==> config.mk <==
export PLATFORM = sky130hd
export DESIGN_NAME = ftq_core
export DESIGN_NICKNAME = d
export VERILOG_FILES = /design/src/rtl/ftq_pkg.sv /design/src/rtl/ftq_column.sv /design/src/rtl/ftq_fall_det.sv /design/src/rtl/ftq_outreg.sv /design/src/rtl/ftq_core.sv
export SDC_FILE = /design/constraint.sdc
export NUM_CORES = 1
export LEC_CHECK = 0
export BUFFER_PORTS_ARGS = -buffer_cell sky130_fd_sc_hd__buf_2
export CAP_MARGIN = 40
export CORE_MARGIN = 2
export CORE_UTILIZATION = 45
export CTS_CLUSTER_DIAMETER = 80
export CTS_CLUSTER_SIZE = 28
export DETAILED_ROUTE_END_ITERATION = 16
export REMOVE_ABC_BUFFERS = 1
export SKIP_CTS_REPAIR_TIMING = 1
export SYNTH_ARGS = -nofsm -noshare
export SYNTH_HDL_FRONTEND = slang
export SYNTH_SLANG_ARGS = --single-unit
==> constraint.sdc <==
create_clock -name clk -period 1.74 [get_ports clk]
set_input_delay 0.174 -clock clk [delete_from_list [all_inputs] [get_ports clk]]
set_output_delay 0.174 -clock clk [all_outputs]
set_load 0.05 [all_outputs]
==> src/rtl/ftq_pkg.sv <==
package ftq_pkg;

    localparam int unsigned FTQ_WORD_W = 4;
    localparam int unsigned FTQ_DEPTH  = 16;

    typedef enum logic [1:0] {
        OR_IDLE      = 2'd0,
        OR_LOADED    = 2'd1,
        OR_SHIFTING  = 2'd2
    } or_state_t;

endpackage

==> src/rtl/ftq_column.sv <==
module ftq_column
    import ftq_pkg::*;
#(
    parameter int unsigned DEPTH  = FTQ_DEPTH,
    parameter int unsigned WORD_W = FTQ_WORD_W
) (
    input  logic              clk,
    input  logic              mrst_n,
    input  logic              ld_stb,
    input  logic [WORD_W-1:0] ld_word,
    input  logic              pop,
    output logic              top_empty,
    output logic              bot_valid,
    output logic [WORD_W-1:0] bot_word
);

    localparam int unsigned BOT = DEPTH - 1;

    logic [DEPTH-1:0]  vld;
    logic [DEPTH-1:0]  vld_nx;
    logic [DEPTH-1:0]  mv;
    logic [DEPTH-1:0]  fill;
    logic [WORD_W-1:0] slot_word [DEPTH];
    logic              ld_ok;

    assign ld_ok = ld_stb & ~vld[0];

    // a slot moves down when the slot below is free at the start of the cycle
    generate
        for (genvar i = 0; i < DEPTH; i++) begin : g_slot
            if (i == BOT) begin : g_bottom
                assign mv[i] = pop;
            end else begin : g_inner
                assign mv[i] = vld[i] & ~vld[i+1];
            end
            if (i == 0) begin : g_top
                assign fill[i] = ld_ok;
            end else begin : g_below
                assign fill[i] = mv[i-1];
            end
        end
    endgenerate

    always_comb begin
        for (int i = 0; i < DEPTH; i++) begin
            vld_nx[i] = (vld[i] & ~mv[i]) | fill[i];
        end
    end

    always_ff @(posedge clk or negedge mrst_n) begin
        if (!mrst_n) begin
            vld <= '0;
        end else begin
            vld <= vld_nx;
        end
    end

    always_ff @(posedge clk or negedge mrst_n) begin
        if (!mrst_n) begin
            for (int i = 0; i < DEPTH; i++) slot_word[i] <= '0;
        end else begin
            for (int i = 0; i < DEPTH; i++) begin
                if (fill[i]) begin
                    slot_word[i] <= (i == 0) ? ld_word : slot_word[i-1];
                end
            end
        end
    end

    assign top_empty = ~vld[0];
    assign bot_valid = vld[BOT];
    assign bot_word  = slot_word[BOT];

    // a strobe against a blocked top slot leaves that slot untouched
    p_ignore_full_r2: assert property (@(posedge clk) disable iff (!mrst_n)
        (ld_stb && vld[0] && vld[1]) |=> (vld[0] && $stable(slot_word[0])));

    // the bottom word waits while it is not taken
    p_bottom_pause_r4: assert property (@(posedge clk) disable iff (!mrst_n)
        (vld[BOT] && !pop) |=> (vld[BOT] && $stable(slot_word[BOT])));

    // the word count changes only by writes taken and words popped
    p_conserve_r8: assert property (@(posedge clk) disable iff (!mrst_n)
        mrst_n |=> ($countones(vld) ==
                    $countones($past(vld)) + int'($past(ld_ok)) - int'($past(pop))));

endmodule

==> src/rtl/ftq_fall_det.sv <==
module ftq_fall_det (
    input  logic clk,
    input  logic mrst_n,
    input  logic lvl,
    output logic fall
);

    logic lvl_q;

    always_ff @(posedge clk or negedge mrst_n) begin
        if (!mrst_n) begin
            lvl_q <= 1'b0;
        end else begin
            lvl_q <= lvl;
        end
    end

    assign fall = lvl_q & ~lvl;

endmodule

==> src/rtl/ftq_outreg.sv <==
module ftq_outreg
    import ftq_pkg::*;
#(
    parameter int unsigned WORD_W = FTQ_WORD_W
) (
    input  logic              clk,
    input  logic              mrst_n,
    input  logic              bot_valid,
    input  logic [WORD_W-1:0] bot_word,
    input  logic              xfer_n,
    input  logic              shift_go,
    output logic              take,
    output logic              full,
    output logic              sbit
);

    localparam int unsigned         CNT_W = (WORD_W > 1) ? $clog2(WORD_W) : 1;
    localparam logic [CNT_W-1:0]    LAST  = CNT_W'(WORD_W - 1);

    or_state_t         state, state_nx;
    logic [WORD_W-1:0] sreg;
    logic [CNT_W-1:0]  cnt;

    // state register
    always_ff @(posedge clk or negedge mrst_n) begin
        if (!mrst_n) begin
            state <= OR_IDLE;
        end else begin
            state <= state_nx;
        end
    end

    // next state
    always_comb begin
        state_nx = state;
        unique case (state)
            OR_IDLE: begin
                if (take) state_nx = OR_LOADED;
            end
            OR_LOADED: begin
                if (shift_go) state_nx = OR_SHIFTING;
            end
            OR_SHIFTING: begin
                if (shift_go && cnt == LAST) state_nx = OR_IDLE;
            end
            default: state_nx = OR_IDLE;
        endcase
    end

    // outputs
    always_comb begin
        take = 1'b0;
        full = 1'b0;
        unique case (state)
            OR_IDLE:     take = bot_valid & ~xfer_n;
            OR_LOADED:   full = 1'b1;
            OR_SHIFTING: full = 1'b1;
            default:     full = 1'b0;
        endcase
    end

    assign sbit = sreg[0];

    // data path
    always_ff @(posedge clk or negedge mrst_n) begin
        if (!mrst_n) begin
            sreg <= '0;
            cnt  <= '0;
        end else if (take) begin
            sreg <= bot_word;
            cnt  <= '0;
        end else if (state != OR_IDLE && shift_go) begin
            sreg <= sreg >> 1;
            cnt  <= cnt + 1'b1;
        end
    end

    // without a shift request a held word is kept
    p_hold_r5: assert property (@(posedge clk) disable iff (!mrst_n)
        (state != OR_IDLE && !shift_go) |=> (state != OR_IDLE && $stable(sreg)));

    // each shift presents the next higher bit
    p_shift_lsb_r6: assert property (@(posedge clk) disable iff (!mrst_n)
        (state != OR_IDLE && shift_go) |=> (sreg == ($past(sreg) >> 1)));

    // the register is empty after its last bit
    p_empty_after_last_r7: assert property (@(posedge clk) disable iff (!mrst_n)
        (state == OR_SHIFTING && shift_go && cnt == LAST) |=> (state == OR_IDLE));

endmodule

==> src/rtl/ftq_core.sv <==
module ftq_core
    import ftq_pkg::*;
#(
    parameter int unsigned DEPTH  = FTQ_DEPTH,
    parameter int unsigned WORD_W = FTQ_WORD_W
) (
    input  logic              clk,
    input  logic              mrst_n,
    input  logic              ld_stb,
    input  logic [WORD_W-1:0] ld_word,
    output logic              top_empty,
    input  logic              xfer_n,
    output logic              out_full,
    input  logic              so_clk,
    input  logic              so_en_n,
    input  logic              so_oe_n,
    output logic              so_data,
    output logic              so_drv
);

    logic              pop;
    logic              bot_valid;
    logic [WORD_W-1:0] bot_word;
    logic              so_fall;
    logic              sbit;

    ftq_column #(.DEPTH(DEPTH), .WORD_W(WORD_W)) u_column (
        .clk       (clk),
        .mrst_n    (mrst_n),
        .ld_stb    (ld_stb),
        .ld_word   (ld_word),
        .pop       (pop),
        .top_empty (top_empty),
        .bot_valid (bot_valid),
        .bot_word  (bot_word)
    );

    ftq_fall_det u_fall (
        .clk    (clk),
        .mrst_n (mrst_n),
        .lvl    (so_clk),
        .fall   (so_fall)
    );

    ftq_outreg #(.WORD_W(WORD_W)) u_outreg (
        .clk       (clk),
        .mrst_n    (mrst_n),
        .bot_valid (bot_valid),
        .bot_word  (bot_word),
        .xfer_n    (xfer_n),
        .shift_go  (so_fall & ~so_en_n),
        .take      (pop),
        .full      (out_full),
        .sbit      (sbit)
    );

    assign so_drv  = ~so_oe_n;
    assign so_data = so_drv & sbit;

    // the output register fills only after transfer was allowed
    p_pop_needs_xfer_r4: assert property (@(posedge clk) disable iff (!mrst_n)
        $rose(out_full) |-> $past(!xfer_n));

endmodule

# Yosys cells after proc, flatten, opt, wreduce, memory -nomap -nowiden
# Index checks and enable logic that the tools add are counted.
[word_totals] ff_bits=89 word_cells=133
[classes] add_sub_neg=1 n_eq_ne=6 mux=10 bitwise=88 reduce_logical=7
[ops] op="$and A1 B1 Y1" count=36
[ops] op="$not A1 Y1" count=36
[ops] op="$or A1 B1 Y1" count=16
[ops] op="$mux W2" count=5
[ops] op="$mux W4" count=2
[ops] op="$pmux W2 S3" count=1
[ops] op="$eq A2 B2 Y1 const B" count=2
[ops] op="$ne A2 B1 Y1 const B" count=2
[ops] op="$reduce_bool A2 Y1" count=2
[ops] op="$reduce_and A3 Y1" count=1
[ops] op="$add A2 B1 Y2 const B" count=1
[ops] op="$eq A2 B1 Y1 const B" count=1
[ops] op="$logic_and A1 B1 Y1" count=2
[ops] op="$logic_not A2 Y1" count=1
[ops] op="$mux W1" count=2
[ops] op="$ne A2 B2 Y1 const B" count=1
[ops] op="$reduce_or A2 Y1" count=1

# Longest topological paths before layout
[depth] word_depth=6 mapped_depth=6

# Modules after synthesis
# From an unflattened synthesis, not the netlist that was laid out.
[unflattened] cells_unflattened=245 area_unflattened_um2=3544.6
[by_module_without_submodules] module="ftq_column" instances=1 cells_per_inst=196 area_each_um2=3009.1 seq_area_each_um2=2001.9
[by_module_without_submodules] module="ftq_outreg" instances=1 cells_per_inst=44 area_each_um2=473.0 seq_area_each_um2=200.2
[by_module_without_submodules] module="ftq_fall_det" instances=1 cells_per_inst=2 area_each_um2=38.8 seq_area_each_um2=25.0
[by_module_without_submodules] module="ftq_core" instances=1 cells_per_inst=3 area_each_um2=23.8 seq_area_each_um2=0.0

# Worst setup path before layout
# OpenSTA, ideal clock, no wires.
[synth_timing] path_kind="register -> register" from="register u_outreg.state[0]" to="register u_outreg.cnt[0]" arrival_time_ps=1379 path_slack_ps=236 stages_incl_launch_ff=6 n_path_buf=0 synth_period_minus_slack_ps=1504 cell_sequence="dfrtp_1 -> inv_1 -> ha_1 -> nor4b_4 -> nor2_2 -> mux2_2"
[synth_via] elab_chain_cells=3
[synth_lines] element="start: declaration" line_no="ftq_outreg.sv:20" rtl="or_state_t state, state_nx;"
[synth_lines] element="start signal: assignment" line_no="ftq_outreg.sv:29" rtl="state <= state_nx;"
[synth_lines] element="$logic_not A2 Y1 or $reduce_bool A2 Y1 (tied branches)" line_no="ftq_outreg.sv:54, ftq_outreg.sv:72"
[synth_lines] element="$mux W1 or $logic_and A1 B1 Y1 (tied branches)" line_no="ftq_outreg.sv:54, ftq_outreg.sv:72"
[synth_lines] element="$mux W2 or $reduce_bool A2 Y1 (tied branches)"
[synth_lines] element="end signal: assignment" line_no="ftq_outreg.sv:74" rtl="cnt <= cnt + 1'b1;"
[synth_lines] element="end: declaration" line_no="ftq_outreg.sv:22" rtl="logic [CNT_W-1:0] cnt;"
# Several ways; a longest one is shown, not always the timed one.
# A chain may end at the register's enable or synchronous reset.

# Worst setup path in the final report
# Ends and elaborated chain as after synthesis.

==> impl_metrics.tcl <==
set metrics [dict create \
    fmax_ghz 0.624 \
    netlist-cell-type-count 25 \
    endpoint_kind "flop" \
    die_height_um 91.8 \
    cp-start-kind "flop" \
    hold_path_class "in -> reg" \
    skew_ns 0.00724 \
    synth-simple-area-share_pct 5.74 \
    synth_compound_area_share_pct 5.88 \
    slowest_stage "dfrtp_1" \
    die_area_mm2 0.00842 \
    syn_inst 225 \
    ios 15 \
    fillers 672 \
    maxSlewHeadroom_pct 66.3 \
    critical_path_required_ns 1.98 \
    cts.sinks 89 \
    path_class "reg -> reg" \
    tightest_slew_ns 0.504 \
    grt_util_all_layers_pct 13.3 \
    fin_crit_sh_pct 92.0 \
    peakVddDrop_mv 0.892 \
    first_iter_violations 43 \
    hold_viol 0 \
    worst-path-buf-inv 2 \
    die_width_um 91.8 \
    synthTopCellsByArea "dfrtp_1 64%, mux2_2 21%, a21o_1 3.0%" \
    fin_nets 271 \
    path_delay_family "flip-flops" \
    cts_tree "built" \
    drive_above_1_share_pct 40.2 \
    post-dp-hpwl_um 3290 \
    synth-seq-cells 89 \
    drv_slew 0 \
    synth_top_family_by_area "multiplexers" \
    status "finished clean" \
    critical_path.max_stage_delay_ns 0.40 \
    grt_pass1_wl_um 8760 \
    yosysWarnings 0 \
    crit_fanout 5 \
    syn_area_mm2 0.00347 \
    yosysTopAreaCellShare_pct 64.3 \
    placement.io_buffers 14 \
    power_density_mw_per_mm2 1760 \
    antenna_left 0 \
    fin_crit_ns 1.60 \
    arrival_ns 1.84 \
    finalPower_mw 6.96 \
    setup_tns_ns 0 \
    drt_pass1_iterations 3 \
    maxCapViolCount 0 \
    antennaDiodeCount 0 \
    cts_buffer_depth 2 \
    fp.coreArea_mm2 0.00761 \
    num_rows 32 \
    htreeDepth 3 \
    antenna_found_initial 0 \
    postSynthAreaPerCell_um2 15.4 \
    via_per_inst 4.94 \
    setup-violations-final 0 \
    start_util_pct 45.6 \
    synth_top_area_cell "dfrtp_1" \
    vias 1794 \
    leakagePower_nw 1.94 \
    numCtsBuffers 9 \
    crit_chain "inv_1, ha_1, nor4b_4, buf_4, nor2_2, mux2_2" \
    rsz0062_at_grt "no" \
    routed_wirelength_um 4760 \
    cts_root_buf "clkbuf_8" \
    clkTransAtPathRegs_ns 0.08 \
    grt-ovfl-total 0 \
    place_congestion 0.793 \
    routedWlPerCell_um 13.1 \
    clk_latency_ns 0.34 \
    syn2layout_area_growth_pct 14.0 \
    grt_max_degree 46 \
    synth.area.mux_share_pct 22.0 \
    rrSetupSlack_ns 0.14 \
    synth_xor_area_share_pct 0 \
    drc_errors 0 \
    synthAdderAreaFrac_pct 1.44 \
    grt_pass1_vias 1919 \
    ys_seq_area_share_pct 64.3 \
]
-- metrics by stage --
stage	hold slack [ns]	std cells	utilization (%)	area, um2	setup slack (ns)
2_1_floorplan	-0.122	224	-	3460	0.213
3_3_place_gp	0.0430	343	48.6	3700	0.130
3_5_place_dp	0.0465	343	48.6	3700	0.0720
4_1_cts	-0.346	359	51.5	3920	0.0508
5_1_grt	0.0241	363	51.9	3950	0.0428
6_report	0.0554	363	51.9	3950	0.139
-- placed cells by master, fill, tap and decap left out, drive strengths merged, types with 2 or more instances in the layout --
cell and instances:
a21o 14, a22o 2, buf 19, bufinv 2, clkbuf 11, clkinv 3, dfrtp 89, dlygate4sd3 2
ha 4, inv 5, mux2 65, mux2i 3, nand2 5, nand2b 2, nor2 5, nor2b 16
o21ai 3
-- report_power, final --
group          switching (mW)  leakage (nW)  total, mW  internal, mW
Sequential              0.474          1.14       3.41          2.93
Combinational           0.865         0.694       2.05          1.18
Clock                   0.661         0.113       1.51         0.846
-- routing by layer --
metal,GRT usage (%),vias up,wire length [um]
met1,16.9,914,2320
met5,0,-,0
met4,5.22,0,74
met3,5.59,6,152
met2,20.3,15,2210
li1,-,859,-
-- registers in the layout, summed over array words and instances, names as in the netlist --
signal / count
u_fall.lvl_q: 1
u_outreg.state: 2
u_outreg.cnt: 2
u_column.vld: 16
u_column.slot_word: 60
u_column.bot_word: 4
u_outreg.sreg: 4
-- kinds of logic after synthesis --
logic type                 count (synthesis)
AOI/OAI and AO/OA                         26
adders and majority gates                  4
buffers and inverters                      6
DFF                                       89
muxes                                     68
and+or+nand+nor                           32
-- final cells by class --
type | instances | area, um2 | area share [%]
Inverter | 5 | 18.8 | 0.475
Timing Repair Buffer | 21 | 143 | 3.61
Multi-Input combinational cell | 130 | 1210 | 30.7
Clock inverter | 5 | 78.8 | 1.99
Sequential cell | 89 | 2230 | 56.4
Tap cell | 102 | 128 | 3.23
Clock buffer | 11 | 141 | 3.58
-- path summary, 6_finish.rpt --
check | endpoint | start | depth (start not counted)
worst max-delay path | u_outreg.cnt[0] | u_outreg.state[0] | 6
max in group asynchronous | u_column.slot_word[30] | mrst_n | 3
min in group asynchronous | u_outreg.cnt[1] | mrst_n | 2
worst min-delay path | u_column.slot_word[63] | ld_word[3] | 2
worst min register to register | u_outreg.sreg[2] | u_column.bot_word[2] | 2
worst max register to register | u_outreg.cnt[0] | u_outreg.state[0] | 6
-- Yosys cell counts --
cell type,n
a211o_1,1
a21oi_1,1
nand2_1,5
mux2_2,65
nor2_2,1
buf_2,1
a2bb2oi_1,1
dfrtp_1,89
nor2b_1,16
inv_1,5
o21ai_2,3
nor4b_4,1
o211a_1,1
mux2i_1,3
and3b_1,1
or2_2,1
a21boi_0,1
a22o_1,2
nor2_1,4
nor3b_1,1
o211ai_1,1
nand2b_1,2
o21bai_1,1
a21o_1,14
ha_1,4
Power figures use the tool's default switching activity.
